File: config.mk
export PLATFORM = sky130hd
export DESIGN_NAME = irq_ack_tracker
export DESIGN_NICKNAME = d
export VERILOG_FILES = /design/src/rtl/irq_ack_pkg.sv /design/src/rtl/ack_link_table.sv /design/src/rtl/ack_run_state.sv /design/src/rtl/irq_ack_tracker.sv
export SDC_FILE = /design/constraint.sdc
export NUM_CORES = 2
export LEC_CHECK = 0
export BUFFER_PORTS_ARGS = -buffer_cell sky130_fd_sc_hd__buf_2
export CORE_MARGIN = 4
export CORE_UTILIZATION = 32
export CTS_BUF_LIST = sky130_fd_sc_hd__clkbuf_4
export DETAILED_ROUTE_END_ITERATION = 6
export MAX_ROUTING_LAYER = met4
export PLACE_DENSITY = 0.58
export SLEW_MARGIN = 20
export SYNTH_ARGS = -nofsm -noshare
export SYNTH_HDL_FRONTEND = slang
export SYNTH_SLANG_ARGS = --single-unit
export TNS_END_PERCENT = 100
File: constraint.sdc
create_clock -name clk -period 5.1 [get_ports clk]
set_input_delay 0.765 -clock clk [delete_from_list [all_inputs] [get_ports clk]]
set_output_delay 0.765 -clock clk [all_outputs]
set_load 0.03 [all_outputs]
File: src/rtl/irq_ack_pkg.sv
package irq_ack_pkg;
    localparam int unsigned ID_W    = 10;
    localparam int unsigned PRIO_W  = 8;
    localparam int unsigned RPRIO_W = 9;
    localparam logic [ID_W-1:0]    ID_NONE    = 10'd1023;
    localparam logic [RPRIO_W-1:0] RPRIO_IDLE = 9'h100;

    typedef enum logic {
        ST_IDLE = 1'b0,
        ST_WALK = 1'b1
    } trk_state_e;
endpackage

File: src/rtl/ack_link_table.sv
module ack_link_table
    import irq_ack_pkg::*;
#(
    parameter int unsigned NUM_CPU = 2,
    parameter int unsigned NUM_IRQ = 64,
    parameter int unsigned CPU_W   = 1,
    parameter int unsigned IDX_W   = 6
) (
    input  logic             clk,
    input  logic             rst_n,
    input  logic [IDX_W-1:0] ra_irq,
    input  logic [CPU_W-1:0] ra_cpu,
    output logic [ID_W-1:0]  ra_data,
    input  logic [IDX_W-1:0] rb_irq,
    input  logic [CPU_W-1:0] rb_cpu,
    output logic [ID_W-1:0]  rb_data,
    input  logic             wr_en,
    input  logic [IDX_W-1:0] wr_irq,
    input  logic [CPU_W-1:0] wr_cpu,
    input  logic [ID_W-1:0]  wr_data
);
    localparam int unsigned ENTRIES = NUM_IRQ * NUM_CPU;
    localparam int unsigned ENT_W   = (ENTRIES > 1) ? $clog2(ENTRIES) : 1;

    logic [ID_W-1:0] link_q [ENTRIES];

    function automatic logic [ENT_W-1:0] ent_of(input logic [IDX_W-1:0] irq,
                                                 input logic [CPU_W-1:0] cpu);
        return ENT_W'(irq) * ENT_W'(NUM_CPU) + ENT_W'(cpu);
    endfunction

    assign ra_data = link_q[ent_of(ra_irq, ra_cpu)];
    assign rb_data = link_q[ent_of(rb_irq, rb_cpu)];

    always_ff @(posedge clk or negedge rst_n) begin
        if (!rst_n) begin
            for (int e = 0; e < int'(ENTRIES); e++) begin
                link_q[e] <= ID_NONE;
            end
        end else if (wr_en) begin
            link_q[ent_of(wr_irq, wr_cpu)] <= wr_data;
        end
    end
endmodule

File: src/rtl/ack_run_state.sv
module ack_run_state
    import irq_ack_pkg::*;
#(
    parameter int unsigned NUM_CPU = 2,
    parameter int unsigned CPU_W   = 1
) (
    input  logic                       clk,
    input  logic                       rst_n,
    input  logic                       wr_en,
    input  logic [CPU_W-1:0]           wr_cpu,
    input  logic [ID_W-1:0]            wr_id,
    input  logic [RPRIO_W-1:0]         wr_prio,
    output logic [NUM_CPU*ID_W-1:0]    run_id_flat,
    output logic [NUM_CPU*RPRIO_W-1:0] run_prio_flat
);
    for (genvar c = 0; c < int'(NUM_CPU); c++) begin : g_cpu
        logic [ID_W-1:0]    id_q;
        logic [RPRIO_W-1:0] prio_q;

        always_ff @(posedge clk or negedge rst_n) begin
            if (!rst_n) begin
                id_q   <= ID_NONE;
                prio_q <= RPRIO_IDLE;
            end else if (wr_en && (int'(wr_cpu) == c)) begin
                id_q   <= wr_id;
                prio_q <= wr_prio;
            end
        end

        assign run_id_flat[c*ID_W +: ID_W]          = id_q;
        assign run_prio_flat[c*RPRIO_W +: RPRIO_W] = prio_q;

        AST_IDLE_PAIR: assert property (@(posedge clk) disable iff (!rst_n)
            (id_q == ID_NONE) == (prio_q == RPRIO_IDLE));
    end
endmodule

File: src/rtl/irq_ack_tracker.sv
module irq_ack_tracker
    import irq_ack_pkg::*;
#(
    parameter int unsigned NUM_CPU = 2,
    parameter int unsigned NUM_IRQ = 64,
    localparam int unsigned CPU_W  = (NUM_CPU > 1) ? $clog2(NUM_CPU) : 1,
    localparam int unsigned IDX_W  = (NUM_IRQ > 1) ? $clog2(NUM_IRQ) : 1
) (
    input  logic                        clk,
    input  logic                        rst_n,
    input  logic                        req_valid,
    input  logic                        req_is_eoi,
    input  logic [CPU_W-1:0]            req_cpu,
    input  logic [ID_W-1:0]             req_data,
    output logic                        req_ready,
    output logic                        ack_valid,
    output logic [ID_W-1:0]             ack_id,
    input  logic [NUM_CPU*ID_W-1:0]     hp_id_flat,
    output logic [ID_W-1:0]             prio_q_id,
    output logic [CPU_W-1:0]            prio_q_cpu,
    input  logic [PRIO_W-1:0]           prio_q_val,
    input  logic [NUM_IRQ-1:0]          irq_enabled,
    input  logic [NUM_IRQ-1:0]          irq_edge,
    input  logic [NUM_IRQ-1:0]          irq_level,
    input  logic [NUM_IRQ-1:0]          irq_one_of_n,
    input  logic [NUM_IRQ*NUM_CPU-1:0]  irq_target_flat,
    output logic                        pend_clr_valid,
    output logic [ID_W-1:0]             pend_clr_id,
    output logic [NUM_CPU-1:0]          pend_clr_mask,
    output logic                        pend_set_valid,
    output logic [ID_W-1:0]             pend_set_id,
    output logic [NUM_CPU-1:0]          pend_set_mask,
    output logic [NUM_CPU*ID_W-1:0]     run_id_flat,
    output logic [NUM_CPU*RPRIO_W-1:0]  run_prio_flat,
    output logic                        update_strobe
);
    localparam int unsigned CNT_W = IDX_W + 1;
    localparam logic [ID_W-1:0]  IRQ_LIMIT  = ID_W'(NUM_IRQ);
    localparam logic [CNT_W-1:0] STEP_LIMIT = CNT_W'(NUM_IRQ);

    // FSM and walk registers
    trk_state_e       state_q, state_d;
    logic [CPU_W-1:0] walk_cpu_q, walk_cpu_d;
    logic [ID_W-1:0]  walk_tmp_q, walk_tmp_d;
    logic [ID_W-1:0]  walk_tgt_q, walk_tgt_d;
    logic [CNT_W-1:0] walk_cnt_q, walk_cnt_d;

    // request decode
    logic               req_fire;
    logic [ID_W-1:0]    cur_run_id;
    logic [RPRIO_W-1:0] cur_run_prio;
    logic [ID_W-1:0]    cur_hp;
    logic [ID_W-1:0]    eoi_id;
    logic [IDX_W-1:0]   eoi_idx;
    logic               eoi_real;
    logic [NUM_CPU-1:0] eoi_tgt_row;
    logic               ack_take, ack_reject;
    logic               eoi_live, eoi_pop, eoi_walk, repend;

    // link table ports
    logic [IDX_W-1:0] la_irq, lb_irq, lw_irq;
    logic [CPU_W-1:0] la_cpu, lb_cpu, lw_cpu;
    logic [ID_W-1:0]  la_data, lb_data, lw_data;
    logic             lw_en;

    // running state write port
    logic               rw_en;
    logic [CPU_W-1:0]   rw_cpu;
    logic [ID_W-1:0]    rw_id;
    logic [RPRIO_W-1:0] rw_prio;

    // walk step decode
    logic walk_end, walk_splice;

    assign req_ready    = (state_q == ST_IDLE);
    assign req_fire     = req_valid && req_ready;
    assign cur_run_id   = run_id_flat[req_cpu*ID_W +: ID_W];
    assign cur_run_prio = run_prio_flat[req_cpu*RPRIO_W +: RPRIO_W];
    assign cur_hp       = hp_id_flat[req_cpu*ID_W +: ID_W];
    assign eoi_id       = req_data;
    assign eoi_idx      = eoi_id[IDX_W-1:0];
    assign eoi_real     = (eoi_id < IRQ_LIMIT);
    assign eoi_tgt_row  = irq_target_flat[eoi_idx*NUM_CPU +: NUM_CPU];

    // link read port A: completed ID in ST_IDLE, walk cursor in ST_WALK
    assign la_irq = req_ready ? eoi_idx : walk_tmp_q[IDX_W-1:0];
    assign la_cpu = req_ready ? req_cpu : walk_cpu_q;
    // link read port B: the ID being spliced out
    assign lb_irq = walk_tgt_q[IDX_W-1:0];
    assign lb_cpu = walk_cpu_q;

    // one priority lookup per cycle: the candidate or the popped link
    assign prio_q_id  = req_is_eoi ? la_data : cur_hp;
    assign prio_q_cpu = req_cpu;

    assign ack_take   = req_fire && !req_is_eoi && (cur_hp < IRQ_LIMIT)
                        && ({1'b0, prio_q_val} < cur_run_prio);
    assign ack_reject = req_fire && !req_is_eoi && !ack_take;
    assign eoi_live   = req_fire && req_is_eoi && (cur_run_id != ID_NONE);
    assign eoi_pop    = eoi_live && (eoi_id == cur_run_id);
    assign eoi_walk   = eoi_live && (eoi_id != cur_run_id);
    assign repend     = eoi_live && eoi_real && !irq_edge[eoi_idx]
                        && irq_enabled[eoi_idx] && irq_level[eoi_idx]
                        && eoi_tgt_row[req_cpu];

    assign walk_splice = (state_q == ST_WALK) && (la_data == walk_tgt_q)
                         && (la_data < IRQ_LIMIT);
    assign walk_end    = (la_data == ID_NONE) || (la_data >= IRQ_LIMIT)
                         || (la_data == walk_tgt_q) || (walk_cnt_q >= STEP_LIMIT);

    ack_link_table #(
        .NUM_CPU (NUM_CPU),
        .NUM_IRQ (NUM_IRQ),
        .CPU_W   (CPU_W),
        .IDX_W   (IDX_W)
    ) u_links (
        .clk     (clk),
        .rst_n   (rst_n),
        .ra_irq  (la_irq),
        .ra_cpu  (la_cpu),
        .ra_data (la_data),
        .rb_irq  (lb_irq),
        .rb_cpu  (lb_cpu),
        .rb_data (lb_data),
        .wr_en   (lw_en),
        .wr_irq  (lw_irq),
        .wr_cpu  (lw_cpu),
        .wr_data (lw_data)
    );

    ack_run_state #(
        .NUM_CPU (NUM_CPU),
        .CPU_W   (CPU_W)
    ) u_run (
        .clk           (clk),
        .rst_n         (rst_n),
        .wr_en         (rw_en),
        .wr_cpu        (rw_cpu),
        .wr_id         (rw_id),
        .wr_prio       (rw_prio),
        .run_id_flat   (run_id_flat),
        .run_prio_flat (run_prio_flat)
    );

    // next state, walk registers and table/run write controls
    always_comb begin
        state_d    = state_q;
        walk_cpu_d = walk_cpu_q;
        walk_tmp_d = walk_tmp_q;
        walk_tgt_d = walk_tgt_q;
        walk_cnt_d = walk_cnt_q;
        lw_en      = 1'b0;
        lw_irq     = cur_hp[IDX_W-1:0];
        lw_cpu     = req_cpu;
        lw_data    = cur_run_id;
        rw_en      = 1'b0;
        rw_cpu     = req_cpu;
        rw_id      = cur_hp;
        rw_prio    = {1'b0, prio_q_val};
        unique case (state_q)
            ST_IDLE: begin
                if (ack_take) begin
                    lw_en = 1'b1;
                    rw_en = 1'b1;
                end else if (eoi_pop) begin
                    rw_en   = 1'b1;
                    rw_id   = la_data;
                    rw_prio = (la_data == ID_NONE) ? RPRIO_IDLE : {1'b0, prio_q_val};
                end else if (eoi_walk) begin
                    state_d    = ST_WALK;
                    walk_cpu_d = req_cpu;
                    walk_tmp_d = cur_run_id;
                    walk_tgt_d = eoi_id;
                    walk_cnt_d = '0;
                end
            end
            ST_WALK: begin
                walk_cnt_d = walk_cnt_q + 1'b1;
                walk_tmp_d = la_data;
                if (walk_splice) begin
                    lw_en   = 1'b1;
                    lw_irq  = walk_tmp_q[IDX_W-1:0];
                    lw_cpu  = walk_cpu_q;
                    lw_data = lb_data;
                end
                if (walk_end) begin
                    state_d = ST_IDLE;
                end
            end
            default: state_d = ST_IDLE;
        endcase
    end

    always_ff @(posedge clk or negedge rst_n) begin
        if (!rst_n) begin
            state_q    <= ST_IDLE;
            walk_cpu_q <= '0;
            walk_tmp_q <= ID_NONE;
            walk_tgt_q <= ID_NONE;
            walk_cnt_q <= '0;
        end else begin
            state_q    <= state_d;
            walk_cpu_q <= walk_cpu_d;
            walk_tmp_q <= walk_tmp_d;
            walk_tgt_q <= walk_tgt_d;
            walk_cnt_q <= walk_cnt_d;
        end
    end

    // registered result and side-effect pulses
    always_ff @(posedge clk or negedge rst_n) begin
        if (!rst_n) begin
            ack_valid      <= 1'b0;
            ack_id         <= ID_NONE;
            pend_clr_valid <= 1'b0;
            pend_clr_id    <= ID_NONE;
            pend_clr_mask  <= '0;
            pend_set_valid <= 1'b0;
            pend_set_id    <= ID_NONE;
            pend_set_mask  <= '0;
            update_strobe  <= 1'b0;
        end else begin
            ack_valid      <= ack_take || ack_reject;
            ack_id         <= ack_take ? cur_hp : ID_NONE;
            pend_clr_valid <= ack_take;
            pend_clr_id    <= cur_hp;
            pend_clr_mask  <= irq_one_of_n[cur_hp[IDX_W-1:0]]
                              ? {NUM_CPU{1'b1}}
                              : (NUM_CPU'(1) << req_cpu);
            pend_set_valid <= repend;
            pend_set_id    <= eoi_id;
            pend_set_mask  <= NUM_CPU'(1) << req_cpu;
            update_strobe  <= ack_take || eoi_pop || repend || walk_splice;
        end
    end

    AST_WALK_HOLDS_RUN: assert property (@(posedge clk) disable iff (!rst_n)
        (state_q == ST_WALK) |=> $stable(run_id_flat));
    AST_ACK_CLEARS_SAME: assert property (@(posedge clk) disable iff (!rst_n)
        (ack_valid && ack_id != ID_NONE) |-> (pend_clr_valid && pend_clr_id == ack_id));
    AST_REJECT_NO_CLEAR: assert property (@(posedge clk) disable iff (!rst_n)
        (ack_valid && ack_id == ID_NONE) |-> (!pend_clr_valid && !update_strobe));
    AST_REPEND_ONE_CPU: assert property (@(posedge clk) disable iff (!rst_n)
        pend_set_valid |-> ($countones(pend_set_mask) == 1));
    AST_CLEAR_NONEMPTY: assert property (@(posedge clk) disable iff (!rst_n)
        pend_clr_valid |-> (pend_clr_mask != '0));
    AST_WALK_BOUNDED: assert property (@(posedge clk) disable iff (!rst_n)
        (state_q == ST_WALK) |-> (walk_cnt_q <= STEP_LIMIT));
endmodule

## Word-level counts from Yosys, hierarchy flattened

Index checks and enable logic that the tools add are counted.

| storage, ports and cells | value |
|---|---|
| flip-flop bits (word level) | 1,381 |

| cells by class | value |
|---|---|
| order comparisons | 13 |
| bitwise gates (word level) | 7 |
| shifts and indexed selects | 5 |
| add/sub/neg operators | 4 |
| mux-type cells | 56 |
| multiply operators | 2 |
| equality and inequality tests | 8 |
| reductions and logical operators | 31 |

Operators by type and width:

| operator | number |
|---|---|
| $bwmux 1280 | 1 |
| $bmux 10 s7 | 2 |
| $shiftx 128x8->2 | 1 |
| $mux 10 | 12 |
| $demux 10 s7 | 1 |
| $shiftx 20x6->10 | 2 |
| $mux 6 | 6 |
| $mux 9 | 4 |
| $lt 10x7->1 const B | 3 |
| $bmux 1 s6 | 4 |
| $ge 8x8->1 const B | 3 |
| $not 7->8 | 3 |
| $add 7x1->7 | 3 |
| $mux 7 | 3 |
| $eq 10x10->1 | 2 |
| $logic_and 1x1->1 | 19 |
| $mux 1 | 18 |
| $shiftx 18x6->9 | 1 |
| $lt 6x7->1 const B | 2 |
| $pmux 7 s2 | 1 |
| $pmux 6 s2 | 1 |
| $eq 10x10->1 const B | 1 |
| $ge 10x7->1 const B | 1 |
| $ne 10x10->1 | 1 |
| other kinds (18) | 31 |

## Depth between registers and ports, before layout

| logic depth | value |
|---|---|
| word-level depth | 18 |
| gate-level depth with buffers | 26 |

## By module

From an unflattened synthesis, not the netlist that was laid out.

| second synthesis, totals | value |
|---|---|
| cells, all modules | 4,732 |
| area total of the unflattened synthesis | 77,185.3 µm² |

Modules (own cells, without submodules):

| module | cells each | seq. area each (µm²) | instances | area an instance (µm²) |
|---|---|---|---|---|
| ack_link_table | 3,951 | 33,632.3 | 1 | 69,436.6 |
| irq_ack_tracker | 700 | 1,634.1 | 1 | 6,258.5 |
| ack_run_state | 81 | 978.4 | 1 | 1,490.2 |

## Worst setup path before layout

OpenSTA, ideal clock, no wires.

| timing | value |
|---|---|
| path type | input to register |
| start | input port req_cpu |
| end | register u_links.link_q[0] (netlist name) |
| arrival time | 6.554 ns |
| slack | -1.536 ns |
| stages | 25 |
| required time | 5.018 ns |
| cell sequence | buf_2 -> buf_4 -> buf_2 -> buf_2 -> buf_2 -> buf_1 -> clkbuf_1 -> buf_1 -> buf_1 -> mux2i_1 -> ha_1 -> o21a_1 -> o21a_1 -> o21a_1 -> o21a_1 -> o21a_1 -> o21ai_0 -> a21o_1 -> nand3_1 -> or3_1 -> clkbuf_1 -> o21a_1 -> buf_2 -> o32ai_4 -> mux2_2 |

| between the ends | value |
|---|---|
| cells in the longest elaborated chain, start to end | 18 |
| elaborated cells between the ends (all ways) | 36 |
| classes of those cells | add/sub: 2; mul: 2; order compare: 5; eq/ne: 1; shift: 3; mux: 16; bitwise: 2; reduce/logical: 5 |

RTL lines:

| element | line | source |
|---|---|---|
| start: declaration | irq_ack_tracker.sv:13 | `input logic [CPU_W-1:0] req_cpu,` |
| parallel branches: the longest is 18 deep, another holds $lt 10x7->1 | n/a |  |
| end signal: indexed assignment | ack_link_table.sv:41 | `link_q[ent_of(wr_irq, wr_cpu)] <= wr_data;` |
| end: declaration | ack_link_table.sv:25 | `logic [ID_W-1:0] link_q [ENTRIES];` |

Several ways; the timed one is not identified. The select of a mux whose other input is x is not followed.
A chain may end at the register's enable or synchronous reset.

## Final worst setup path

| timing | value |
|---|---|
| start | register state_q |
| end | output port prio_q_id[9] |

| between the ends | value |
|---|---|
| cells in the longest elaborated chain, start to end | 7 |
| elaborated cells between the ends (all ways) | 8 |
| classes of those cells | add/sub: 1; mux: 6; bitwise: 1 |

RTL lines:

| element | line | source |
|---|---|---|
| start: declaration | irq_ack_tracker.sv:42 | `trk_state_e state_q, state_d;` |
| start signal: assignment | irq_ack_tracker.sv:202 | `state_q <= state_d;` |
| $mux 1 / $mux 6 (equally long branches) | irq_ack_tracker.sv:87, irq_ack_tracker.sv:86 |  |
| $add 7x1->7 * | ack_link_table.sv:29 | `return ENT_W'(irq) * ENT_W'(NUM_CPU) + ENT_W'(cpu);` |
| $not 7->8 (not written as such) * | ack_link_table.sv:32 | `assign ra_data = link_q[ent_of(ra_irq, ra_cpu)];` |
| $bmux 10 s7 * | ack_link_table.sv:32 |  |
| $mux 10 (not written as such) * (2 in a row) | ack_link_table.sv:32 |  |
| $mux 10 * | irq_ack_tracker.sv:93 | `assign prio_q_id = req_is_eoi ? la_data : cur_hp;` |
| end: declaration | irq_ack_tracker.sv:19 | `output logic [ID_W-1:0] prio_q_id,` |

Every way passes the cells marked *; elsewhere a longest branch is shown, timed or not. The select of a mux whose other input is x is not followed.

==> results by stage <==
Min path:
- The path category of the worst min-delay check is primary input to register.

Worst setup path:
- At the worst endpoint, the required time is 4.34 ns.
- The data arrival time of the critical path is 5.07 ns.
- The largest fanout of any net on the critical path is 7.
- The register-to-register setup slack is -0.74 ns.
- STA classifies the critical path endpoint as a primary output.
- The worst setup path is launched from a register.
- The kind of critical path is register to primary output.

Power:
- The final total power is 0.0375 W.
- The worst ir drop on vdd is 0.000201 V.
- Summed over all cells, the static leakage comes to 45.0 nW.
- For this design the ratio of total power to cell area is 329 nW/um^2.

Synth:
- The proportion of netlist area held by the largest area contributor is 0.408.
- The commonest cells after synthesis are dfstp_2, mux2_2, o21ai_0.
- Summed over all instances, the cell type with the most area after synthesis is dfstp_2.
- dfstp_2 is the most common cell in the netlist.
- The distinct cell type count after synthesis is 94.
- The number of warnings reported in the yosys synthesis log is 0.
- By area the synthesized netlist is led by dfstp_2, mux2_2, mux4_2.
- The number of nets in the synthesized netlist is 7992.
- The count of flip-flops with a built-in enable after synthesis is 0.
- In this run the cell area of the synthesized design comes to 86900 sq um.
- The average size of a mapped cell is 11.5 sq um.
- Synthesis produced a netlist whose cell count is 7557.
- For this run, asynchronously set or reset flops after synthesis account for 1.00.
- For this run, the register share of the synthesized area comes to 0.417.
- In the synthesized netlist the dominant register cell turns out to be dfstp_2.
- The count of state elements after synthesis is 1381.

Floorplan:
- The starting density of the core is 0.321.
- The die covers 280000 sq um.
- During I/O placement, the number of pins put on the boundary was 515.
- In this run the standard cell core region covers 271000 sq um.
- The number of rows in the core area is 191.
- The chip width is 529 microns.
- From bottom edge to top edge, the die measures 529 microns.

GRT:
- The number of antenna violations at the first check in global routing is 56.
- The first global-routing pass estimated 603000 microns of wire.
- The number of global-route vias before repair was 77900.
- The overall track demand over capacity in global routing is 0.309.
- Entering global routing, the biggest net connects 166 pins.
- The global-route congestion overflow total is 0.

Timing:
- For the pin with the worst max-slew slack, the measured transition is 1.10 ns.
- The count of endpoints failing setup in the final report is 1291.
- The highest clock frequency the design can meet is 171 MHz.
- The final-report max-slew violation count is 0.
- After layout, the minimum clock period comes to 5.84 ns.
- The clock arrives with 0.181 ns of skew.
- Setup repair after global routing could not meet its margin everywhere.
- Once routing completed, OpenROAD measured the worst setup slack at -0.739 ns.
- The count of final hold-check violations is 0.
- The tightest hold path in the finished design has a slack of 0.0751 ns.
- In the finished design, the share of the clock period the worst path needs comes to 1.14.
- The headroom to the max-slew limit is 0.267.

Routing:
- The number of remaining DRC errors is 0.
- Dividing the detail-routed via count by the number of cells gives 6.20.
- The final routed wirelength across all metal layers is 443000 microns.
- After detailed routing, the average wire length per cell comes to 34.0 microns.
- The number of nets still failing antenna checks after routing is 0.
- The number of DRC markers after the initial detailed-route iteration is 10900.
- The final route contains 80600 vias.
- The count of TritonRoute iterations in the first routing pass is 7.

Clock tree:
- The number of CTS-inserted buffers is 399.
- For this design, the sink count on the clock tree is 1381.
- The clock network latency to the later pin of the worst-skew pair is 1.39 ns.
- The master cell of the clock root buffer is clkbuf_4.
- After clock tree synthesis, the clock-pin slew on the worst setup and hold paths is 0.08 ns.
- The maximum number of buffers from clock root to sink is 4.
- The H-tree was split into 5 levels.
- TritonCTS built the clock tree.

Finish:
- The layout overhead on the synthesized area is 30.9%.
- The proportion of layout cells with a drive suffix above 1 is 0.622.
- The filler cells instantiated in the layout total 25300.
- The number of nets in the layout is 9492.

Placed design:
- The detailed-placement wirelength estimate is 302000 microns.
- The weighted congestion reported at the end of routability-driven placement is 1.01.
- The number of port buffers is 514.

Flow run:
- The count of max-cap constraint violations is 0.

Outcome:
- The flow ran to the end, but the final reports show violations.
- The checks that failed: setup timing.
cells in the final DEF (no fill, tap or decap), types with 30 or more instances in the layout:
cell type	count
buf_4	753
inv_1	69
buf_6	130
o21ai_0	775
mux2i_1	43
a21oi_1	237
diode_2	96
dfstp_2	1346
nand2_1	680
buf_12	319
nor2b_1	266
nor2_1	168
a21boi_0	30
and3_1	37
mux2_2	1111
o22ai_1	177
a31oi_1	35
a22oi_1	187
o32a_1	50
a221oi_1	49
mux2_1	39
dlygate4sd3_1	36
clkinv_1	91
mux4_2	470
dfrtp_1	31
clkbuf_4	575
mux2_4	155
nor3_1	78
buf_2	503
o32ai_4	71
nand3_1	132
state kept, by name, indices dropped and copies added (netlist names):
| signal | cells |
|---|---|
| ack_id | 10 |
| ack_valid | 1 |
| lb_cpu | 1 |
| pend_clr_id | 10 |
| pend_clr_mask | 2 |
| pend_clr_valid | 1 |
| pend_set_id | 10 |
| pend_set_mask | 2 |
| pend_set_valid | 1 |
| state_q | 1 |
| u_links.link_q | 1280 |
| u_run.g_cpu.id_q | 20 |
| u_run.g_cpu.prio_q | 18 |
| update_strobe | 1 |
| walk_cnt_q | 7 |
| walk_tgt_q | 10 |
| walk_tmp_q | 6 |
per-layer routing:
layer  up-vias  GRT usage  wire [microns]
li1      32100          -               -
met1     41000      0.357          158000
met4         0      0.232           39900
met5         -          -               0
met3      1576      0.105           53500
met2      5932      0.443          192000
worst max-delay path: stages, from the launching register on:
cell	delay, ns
dfrtp_4	0.57
buf_12	0.17
buf_12	0.14
mux2_4	0.38
buf_4	0.17
o211ai_4	0.11
buf_6	0.17
buf_6	0.14
or3_4	0.15
nand4_1	0.36
nor4_4	0.50
buf_6	0.21
mux2i_4	0.08
buf_6	0.15
mux2_4	0.26
buf_6	0.14
final cells by class:
| type | instances | area [sq um] | area share |
|---|---|---|---|
| Multi-Input combinational cell | 5380 | 49600 | 0.436 |
| Sequential cell | 1381 | 36300 | 0.319 |
| Timing Repair Buffer | 1815 | 18100 | 0.159 |
| Tap cell | 3570 | 4470 | 0.0393 |
| Clock buffer | 574 | 4310 | 0.0379 |
| Clock inverter | 113 | 573 | 0.00504 |
| Inverter | 80 | 320 | 0.00281 |
| Antenna cell | 96 | 240 | 0.00211 |
final timing paths:
kind,startpoint,end,cells after the start
min in group asynchronous,rst_n,u_links.link_q[442],2
worst max register to register,state_q,u_links.link_q[291],25
worst min register to register,u_run.g_cpu[0].id_q[5],u_run.g_cpu[0].id_q[5],2
worst max-delay path,state_q,prio_q_id[9],15
worst min-delay path,req_data[4],walk_tgt_q[4],5
max in group asynchronous,rst_n,u_links.link_q[731],3
what timing repair did:
action,CTS,global route
endpoints found under the setup margin,1294,1291
pin swaps,66,109
setup buffers,83,106
hold buffers,36,0
cloned,12,28
endpoints found under the hold margin,123,0
gates resized for setup,264,335
power breakdown:
part | total (W) | switching, W | leakage (nW) | internal (W)
sequential | 0.0114 | 0.000254 | 14.3 | 0.0112
combinational | 0.0154 | 0.00963 | 27.8 | 0.00578
clock | 0.0107 | 0.00533 | 2.91 | 0.00533
total | 0.0375 | 0.0152 | 45.0 | 0.0223
through the flow:
step                      std cells   util  TNS (ns)  setup slack (ns)  cell area [sq um]
after floorplan                7557      -    -12.84            -0.158              87300
after global placement        12000  0.381  -1516.62             -1.31             103000
after detailed placement      12000  0.381  -1533.74             -1.35             103000
after CTS                     12800  0.409   -503.31            -0.756             111000
after global routing          13000  0.421   -707.09            -0.802             114000
final                         13000  0.421   -674.07            -0.739             114000
cell families after synthesis:
kind of cell / share of synthesized area
xor+xnor: 0.00212
simple gates: 0.0860
fa+ha+maj: 0.00115
compound gates: 0.155
buf+inv: 0.0394
flops: 0.417
mux: 0.299
No activity file was read; power rests on OpenSTA's default activity.
